<file path="src/rtl/adc_seq_pkg.sv">
package adc_seq_pkg;

    // Command class is given by the highest set bit of the byte.
    localparam logic [7:0] OP_CONV  = 8'h80;
    localparam logic [7:0] OP_SETUP = 8'h40;
    localparam logic [7:0] OP_AVG   = 8'h20;
    localparam logic [7:0] OP_RESET = 8'h10;

    // Conversion byte scan field (bits 2:1).
    localparam logic [1:0] SM_UPTO  = 2'b00;
    localparam logic [1:0] SM_ONE   = 2'b11;

    // Setup byte: start mode in bits 5:4, reference selection in bits 3:2.
    localparam logic [1:0] START_ON_WRITE = 2'b10;
    localparam logic [1:0] REF_SELECT     = 2'b10;
    localparam logic [7:0] SETUP_BYTE     = OP_SETUP | {2'b00, START_ON_WRITE, REF_SELECT, 2'b00};

    typedef enum logic [2:0] {
        ST_INIT_RST,
        ST_INIT_AVG,
        ST_INIT_SETUP,
        ST_IDLE,
        ST_CONV,
        ST_WAIT,
        ST_READ
    } seq_state_e;

endpackage

</file>
<file path="src/rtl/adc_spi_byte.sv">
// One SPI mode-0 byte: MOSI shifts on falling SCLK, MISO sampled on rising.
module adc_spi_byte #(
    parameter int CLK_DIV = 2
) (
    input  logic       clk,
    input  logic       rst_n,
    input  logic       start,
    input  logic [7:0] tx_byte,
    input  logic       miso,
    output logic       sclk,
    output logic       mosi,
    output logic       done,
    output logic [7:0] rx_byte
);
    localparam int DIV_W = $clog2(CLK_DIV + 1);

    typedef struct packed {
        logic             active;
        logic             sclk;
        logic [2:0]       bit_n;
        logic [DIV_W-1:0] div;
        logic [7:0]       tx;
        logic [7:0]       rx;
        logic             done;
    } eng_t;

    eng_t cur_q, nxt_d;

    always_comb begin
        nxt_d      = cur_q;
        nxt_d.done = 1'b0;
        if (start) begin
            nxt_d.active = 1'b1;
            nxt_d.sclk   = 1'b0;
            nxt_d.bit_n  = 3'd7;
            nxt_d.div    = '0;
            nxt_d.tx     = tx_byte;
        end else if (cur_q.active) begin
            if (cur_q.div == DIV_W'(CLK_DIV - 1)) begin
                nxt_d.div = '0;
                if (!cur_q.sclk) begin
                    nxt_d.sclk = 1'b1;
                    nxt_d.rx   = {cur_q.rx[6:0], miso};
                end else begin
                    nxt_d.sclk = 1'b0;
                    nxt_d.tx   = {cur_q.tx[6:0], 1'b0};
                    if (cur_q.bit_n == 3'd0) begin
                        nxt_d.active = 1'b0;
                        nxt_d.done   = 1'b1;
                    end else begin
                        nxt_d.bit_n = cur_q.bit_n - 3'd1;
                    end
                end
            end else begin
                nxt_d.div = cur_q.div + DIV_W'(1);
            end
        end
    end

    always_ff @(posedge clk or negedge rst_n) begin
        if (!rst_n) cur_q <= '0;
        else        cur_q <= nxt_d;
    end

    assign sclk    = cur_q.sclk;
    assign mosi    = cur_q.tx[7];
    assign done    = cur_q.done;
    assign rx_byte = cur_q.rx;
endmodule

</file>
<file path="src/rtl/adc_cmd_build.sv">
// Derives conversion byte, read length and conversion count from a request.
module adc_cmd_build
    import adc_seq_pkg::*;
#(
    parameter int NUM_CH  = 16,
    parameter int CH_W    = 4,
    parameter int BYTE_W  = 6,
    parameter int NCONV_W = 5
) (
    input  logic               scan,
    input  logic [CH_W-1:0]    chan,
    input  logic [NUM_CH-1:0]  mask,
    input  logic               temp,
    output logic               ok,
    output logic [7:0]         cmd,
    output logic [BYTE_W-1:0]  nbytes,
    output logic [NCONV_W-1:0] nconv
);
    logic [CH_W-1:0] top_idx;
    logic [3:0]      field;
    logic [1:0]      mode;

    always_comb begin
        top_idx = '0;
        for (int i = 0; i < NUM_CH; i++) begin
            if (mask[i]) top_idx = CH_W'(i);
        end
        if (scan) begin
            ok     = |mask;
            field  = 4'(top_idx);
            mode   = SM_UPTO;
            nbytes = BYTE_W'(2 * (int'(top_idx) + 1) + (temp ? 2 : 0));
            nconv  = NCONV_W'(int'(top_idx) + 1 + (temp ? 1 : 0));
        end else begin
            ok     = 1'b1;
            field  = temp ? 4'd0 : 4'(chan);
            mode   = SM_ONE;
            nbytes = temp ? BYTE_W'(4) : BYTE_W'(2);
            nconv  = NCONV_W'(1);
        end
        cmd = OP_CONV | {1'b0, field, mode, temp};
    end
endmodule

</file>
<file path="src/rtl/adc_scan_seq.sv">
module adc_scan_seq
    import adc_seq_pkg::*;
#(
    parameter int NUM_CH      = 16,
    parameter int RES_BITS    = 12,
    parameter int CLK_DIV     = 2,
    parameter int WAIT_PER_CH = 400,
    parameter int TIMEOUT     = 100_000_000,
    localparam int CH_W       = $clog2(NUM_CH)
) (
    input  logic                 clk,
    input  logic                 rst_n,
    input  logic                 req_valid,
    input  logic                 req_scan,
    input  logic [CH_W-1:0]      req_chan,
    input  logic [NUM_CH-1:0]    req_mask,
    input  logic                 req_temp,
    input  logic                 eoc_used,
    output logic                 busy,
    output logic                 done,
    output logic                 err_timeout,
    output logic [NUM_CH*16-1:0] res_volt,
    output logic [15:0]          res_temp,
    output logic                 spi_sclk,
    output logic                 spi_cs_n,
    output logic                 spi_mosi,
    input  logic                 spi_miso,
    input  logic                 eoc_n
);
    localparam int BYTE_W  = $clog2(2 * NUM_CH + 5);
    localparam int NCONV_W = $clog2(NUM_CH + 2);
    localparam int WAIT_MX = WAIT_PER_CH * (NUM_CH + 1);
    localparam int CNT_MX  = (TIMEOUT > WAIT_MX) ? TIMEOUT : WAIT_MX;
    localparam int CNT_W   = $clog2(CNT_MX + 1);
    localparam int SHIFT   = (RES_BITS == 10) ? 2 : 0;

    typedef struct packed {
        seq_state_e               state;
        logic                     ph;
        logic                     cs_n;
        logic [CNT_W-1:0]         cnt;
        logic [CNT_W-1:0]         wait_tgt;
        logic [BYTE_W-1:0]        bidx;
        logic [BYTE_W-1:0]        nbytes;
        logic [7:0]               cmd;
        logic [7:0]               hi_byte;
        logic                     scan;
        logic                     temp;
        logic [CH_W-1:0]          chan;
        logic                     eoc_mode;
        logic [1:0]               eoc_s;
        logic                     eoc_p;
        logic                     err;
        logic                     done;
        logic [NUM_CH-1:0][15:0]  res;
        logic [15:0]              temp_res;
    } seq_t;

    seq_t cur_q, nxt_d;

    logic               bld_ok;
    logic [7:0]         bld_cmd;
    logic [BYTE_W-1:0]  bld_nbytes;
    logic [NCONV_W-1:0] bld_nconv;
    logic               sp_start, sp_done;
    logic [7:0]         sp_tx, sp_rx;

    adc_cmd_build #(
        .NUM_CH(NUM_CH), .CH_W(CH_W), .BYTE_W(BYTE_W), .NCONV_W(NCONV_W)
    ) u_build (
        .scan(req_scan), .chan(req_chan), .mask(req_mask), .temp(req_temp),
        .ok(bld_ok), .cmd(bld_cmd), .nbytes(bld_nbytes), .nconv(bld_nconv)
    );

    adc_spi_byte #(.CLK_DIV(CLK_DIV)) u_byte (
        .clk(clk), .rst_n(rst_n), .start(sp_start), .tx_byte(sp_tx),
        .miso(spi_miso), .sclk(spi_sclk), .mosi(spi_mosi),
        .done(sp_done), .rx_byte(sp_rx)
    );

    function automatic seq_t reset_value();
        seq_t v;
        v       = '0;
        v.state = ST_INIT_RST;
        v.cs_n  = 1'b1;
        v.eoc_s = 2'b11;
        v.eoc_p = 1'b1;
        return v;
    endfunction

    logic               eoc_fall;
    logic [15:0]        word;
    logic [BYTE_W-1:0]  widx;
    seq_state_e         after_cmd;
    logic [7:0]         cmd_byte;

    always_comb begin
        nxt_d       = cur_q;
        nxt_d.done  = 1'b0;
        nxt_d.eoc_s = {cur_q.eoc_s[0], eoc_n};
        nxt_d.eoc_p = cur_q.eoc_s[1];
        eoc_fall    = cur_q.eoc_p & ~cur_q.eoc_s[1];
        sp_start    = 1'b0;
        sp_tx       = 8'h00;
        word        = {cur_q.hi_byte, sp_rx};
        widx        = cur_q.bidx >> 1;

        case (cur_q.state)
            ST_INIT_RST:   begin cmd_byte = OP_RESET;   after_cmd = ST_INIT_AVG;   end
            ST_INIT_AVG:   begin cmd_byte = OP_AVG;     after_cmd = ST_INIT_SETUP; end
            ST_INIT_SETUP: begin cmd_byte = SETUP_BYTE; after_cmd = ST_IDLE;       end
            default:       begin cmd_byte = cur_q.cmd;  after_cmd = ST_WAIT;       end
        endcase

        case (cur_q.state)
            ST_INIT_RST, ST_INIT_AVG, ST_INIT_SETUP, ST_CONV: begin
                if (!cur_q.ph) begin
                    nxt_d.cs_n = 1'b0;
                    nxt_d.ph   = 1'b1;
                    sp_start   = 1'b1;
                    sp_tx      = cmd_byte;
                end else if (sp_done) begin
                    nxt_d.cs_n  = 1'b1;
                    nxt_d.ph    = 1'b0;
                    nxt_d.cnt   = '0;
                    nxt_d.state = after_cmd;
                end
            end
            ST_IDLE: begin
                if (req_valid && bld_ok) begin
                    nxt_d.state    = ST_CONV;
                    nxt_d.ph       = 1'b0;
                    nxt_d.scan     = req_scan;
                    nxt_d.temp     = req_temp;
                    nxt_d.chan     = req_chan;
                    nxt_d.cmd      = bld_cmd;
                    nxt_d.nbytes   = bld_nbytes;
                    nxt_d.wait_tgt = CNT_W'(WAIT_PER_CH) * CNT_W'(bld_nconv);
                    nxt_d.eoc_mode = eoc_used;
                end
            end
            ST_WAIT: begin
                nxt_d.cnt = cur_q.cnt + CNT_W'(1);
                if (cur_q.eoc_mode) begin
                    if (eoc_fall) begin
                        nxt_d.state = ST_READ;
                        nxt_d.bidx  = '0;
                    end else if (cur_q.cnt == CNT_W'(TIMEOUT - 1)) begin
                        nxt_d.err   = 1'b1;
                        nxt_d.done  = 1'b1;
                        nxt_d.state = ST_IDLE;
                    end
                end else if (cur_q.cnt == cur_q.wait_tgt - CNT_W'(1)) begin
                    nxt_d.state = ST_READ;
                    nxt_d.bidx  = '0;
                end
            end
            ST_READ: begin
                if (!cur_q.ph) begin
                    nxt_d.cs_n = 1'b0;
                    nxt_d.ph   = 1'b1;
                    sp_start   = 1'b1;
                end else if (sp_done) begin
                    if (!cur_q.bidx[0]) begin
                        nxt_d.hi_byte = sp_rx;
                    end else if (cur_q.scan) begin
                        if (cur_q.temp && widx == '0) nxt_d.temp_res = word;
                        else nxt_d.res[CH_W'(widx - (cur_q.temp ? BYTE_W'(1) : BYTE_W'(0)))] = word >> SHIFT;
                    end else if (widx == '0) begin
                        if (cur_q.temp) nxt_d.temp_res = word;
                        else            nxt_d.res[cur_q.chan] = word >> SHIFT;
                    end
                    if (cur_q.bidx == cur_q.nbytes - BYTE_W'(1)) begin
                        nxt_d.cs_n  = 1'b1;
                        nxt_d.ph    = 1'b0;
                        nxt_d.done  = 1'b1;
                        nxt_d.state = ST_IDLE;
                    end else begin
                        nxt_d.bidx = cur_q.bidx + BYTE_W'(1);
                        sp_start   = 1'b1;
                    end
                end
            end
            default: nxt_d.state = ST_IDLE;
        endcase
    end

    always_ff @(posedge clk or negedge rst_n) begin
        if (!rst_n) cur_q <= reset_value();
        else        cur_q <= nxt_d;
    end

    assign busy        = (cur_q.state != ST_IDLE);
    assign done        = cur_q.done;
    assign err_timeout = cur_q.err;
    assign res_volt    = cur_q.res;
    assign res_temp    = cur_q.temp_res;
    assign spi_cs_n    = cur_q.cs_n;
endmodule


</file>
<file path="config.mk">
export PLATFORM = sky130hd
export DESIGN_NAME = adc_scan_seq
export DESIGN_NICKNAME = d
export VERILOG_FILES = /design/src/rtl/adc_seq_pkg.sv /design/src/rtl/adc_spi_byte.sv /design/src/rtl/adc_cmd_build.sv /design/src/rtl/adc_scan_seq.sv
export SDC_FILE = /design/constraint.sdc
export NUM_CORES = 1
export LEC_CHECK = 0
export BUFFER_PORTS_ARGS = -buffer_cell sky130_fd_sc_hd__buf_4
export CAP_MARGIN = 15
export CORE_UTILIZATION = 62
export DETAILED_ROUTE_END_ITERATION = 8
export PLACE_DENSITY = 0.87
export REMOVE_ABC_BUFFERS = 1
export SYNTH_ARGS = -nofsm -noshare
export SYNTH_HDL_FRONTEND = slang
export SYNTH_HIERARCHICAL = 1
export SYNTH_SLANG_ARGS = --single-unit
</file>
<file path="constraint.sdc">
create_clock -name clk -period 9.1 [get_ports clk]
set_input_delay 0.91 -clock clk [delete_from_list [all_inputs] [get_ports clk]]
set_output_delay 0.91 -clock clk [all_outputs]
set_load 0.05 [all_outputs]
</file>
==> impl_results.md <==
* CP top delay family: compound AO/OA/AOI/OAI gates
* Top post-synthesis cells by area: dfrtp_1, mux2_1, buf_4
* Fin crit period at around 4.4 ns
* Seq/Total Area, Yosys at between 50% and 60%
* Die width at 175.8 um
* CP startpoint kind: input port
* N_diodes at 0
* Largest net degree at the start of global routing at approximately 170
* Synth top cells by count: dfrtp_1, buf_4, mux2_1
* Measured slew at the worst slew-check pin at 1.137 ns
* Slowest cell on the critical path: o311ai_1
* DR iter-0 viols at 821
* Syn. warnings at 6
* Post-DP HPWL at about 30000 um
* Buf+Inv Stages, Crit Path at 1
* H-tree levels at 2
* MaxCap Viol Count at 0
* Ys async rst share at between 90% and 100%
* Hold Crit Class: reg2reg
* Chip Height at between 150 and 200 um
* Initial antenna violation count at 0
* Antenna Nets Post-Route at 0
* First drt pass iteration count at 8
* Wire length per cell at 21.88 um
* Crit share post-route at roughly 48%
* Setup tns final at 0 ns
* Initial core utilization at a little over three fifths
* Mapped Avg Cell Area at 11.63 um^2
* Mapped Area at approximately 0.019 mm^2
* Post-CTS setup buffer count at 0
* FF+latch count, synth at roughly 380
* P_leak at approximately 0.011 uW
* Power per standard cell area at 170.0 mW/mm^2
* Clk sink count at between 300 and 400
* WP data arrival at 4.79 ns
* Cells after synthesis at between 1500 and 2000
* Worst Skew at between 0.02 and 0.03 ns
* Most frequent cell on the critical path: ha_1
* Area growth, synth to finish at 9.864%
* Resized cells post-CTS at 0
* Vias per cell at a little under 6
* Drt drc at 0
* Cts hold-fix bufs at 0
* Vias in the first global route at approximately 12000
* Clock slew at reported path FFs at 0.06 ns
* Peak supply drop at 0.0001074 V
* FP Rows at 63
* CTS tree: built
* Crit Path Category: in2reg
* Total die area at roughly 0.031 mm^2
* Clock Latency Late Sink at roughly 0.53 ns
* Pre-CTS WS at ~4.2 ns
* Top-area cell type share of the netlist area at approximately half
* WP depth at 19
* Synth cell types at 82
* Total CTS buffers at 39
* Slew headroom at roughly 24%
* Crit. End Element: flop
* Final std cells w/o fill at approximately 2000
* CTS Buffer Depth at 3
* Via count at around 12000
* Predominant post-synthesis flop cell: dfrtp_1
* Worst reg2reg path depth at 7
* Total Routing Usage GR at 29.03%
* Max Freq at around 0.23 GHz
* Layout cell share with drive strength beyond 1 at 26.85%
* Core Footprint at around 0.030 mm^2
* I/O Pins at 306
* CP max stage delay at roughly 0.48 ns
* Top fanout value on the critical path at 6
* Slew Limit Fails at 0
* Number of hold violations in the final report at 0
* Yosys top cell by area: dfrtp_1
* Grt ovf at 0
* GPL Wtd Cong at between 0.8 and 0.9
* WP data required at 9.49 ns
* Port bufs at 305
* Hold Path Depth at 0
* Final setup viols at 0
* WHS at about 0.35 ns
* Cell with the most instances after synthesis: dfrtp_1
* Fin worst setup slack at around 4.7 ns
* Detailed Route WL at approximately 45000 um
* EDFF count, synth at 0
* Status: finished, final reports clean
* Root Buffer: clkbuf_16
* Cells along the critical path: buf_4 > o311ai_1 > o311a_2 > xor2_1 > nor2_1 > nor2_1 > ha_1 > xnor2_1 > xnor2_1 > nor2_1 > ha_1 > ha_1 > ha_1 > a21o_1 > a21oi_1 > nor2b_1 > o21ai_0 > xnor2_1 > o21ai_0
* RSZ-0062 raised after global routing: false
* Inst Count DP at between 1500 and 2000
* Nets@finish at ~1700
* First-pass GRT wire length at 69140 um
-- final cells by class --
| cell class | instances | area (um^2) |
|---|---|---|
| inverter | 27 | 101.3 |
| timing repair buffer | 318 | 2415 |
| sequential | 378 | 9464 |
| clock buffer | 58 | 1199 |
| tap | 390 | 488.0 |
| clock inverter | 12 | 152.6 |
| fill | 1997 | 9069 |
| multi-input combinational | 853 | 6750 |
-- kinds of logic after synthesis --
family          Yosys count  synth area share [%]
buf+inv                 379                 13.45
mux                     299                 18.08
other cells               2               0.04011
simple gates            338                 8.794
fa+ha+maj                26                 1.778
xor+xnor                 51                 2.386
compound gates          137                 4.932
flops                   378                 50.55
-- per-layer routing --
metal  wire, um  global-route usage, %  vias up
li1           -                      -     5260
met1      17820                  36.97     5985
met2      22360                  49.82      461
met3       2848                  4.870      104
met4       1529                  10.62        0
met5          0                      0        -
-- report_power, final --
group          internal [uW]  switching (uW)  leakage (uW)
registers               1690            14.7       0.00522
clock network            998             651      0.000670
logic                   50.8            91.0       0.00512
-- layout by cell type (no fill, tap or decap), types with 6 or more instances in the layout --
cell / count
dfrtp_1: 374
buf_4: 315
mux2_1: 256
nand2_1: 129
nor2_1: 77
clkbuf_16: 40
o21ai_0: 38
xnor2_1: 32
inv_1: 27
mux2_2: 25
ha_1: 25
xor2_1: 19
a21oi_1: 17
nand3_1: 17
nor3_1: 15
nand4_1: 14
clkbuf_8: 13
a31oi_1: 12
and3_1: 11
a21o_1: 10
mux2i_1: 10
nor2b_1: 9
nand2b_1: 9
o22ai_1: 9
and2_1: 8
mux2_4: 8
o21ai_1: 7
nor4_1: 7
clkinv_2: 6
-- through the flow --
| step | utilization [%] | area [um^2] | total power (uW) |
|---|---|---|---|
| floorplan | - | 16310 | 1806 |
| global placement | 64.79 | 19200 | 1872 |
| detailed placement | 64.79 | 19200 | 1878 |
| CTS | 69.35 | 20550 | 3514 |
| global route | 69.40 | 20570 | 3601 |
| finish | 69.40 | 20570 | 3497 |
-- path summary, 6_finish.rpt --
check / start / to / slack [ns]
hold reg to reg: cur_q[275] / cur_q[276] / 0.35
hold / removal: cur_q[275] / cur_q[276] / 0.35
setup reg to reg: cur_q[370] / flop / 5.44
setup / recovery: req_mask[4] / cur_q[325] / 4.69
max in group asynchronous: rst_n / async pin / 7.01
min in group asynchronous: rst_n / async pin / 0.53
Power figures use the tool's default switching activity.
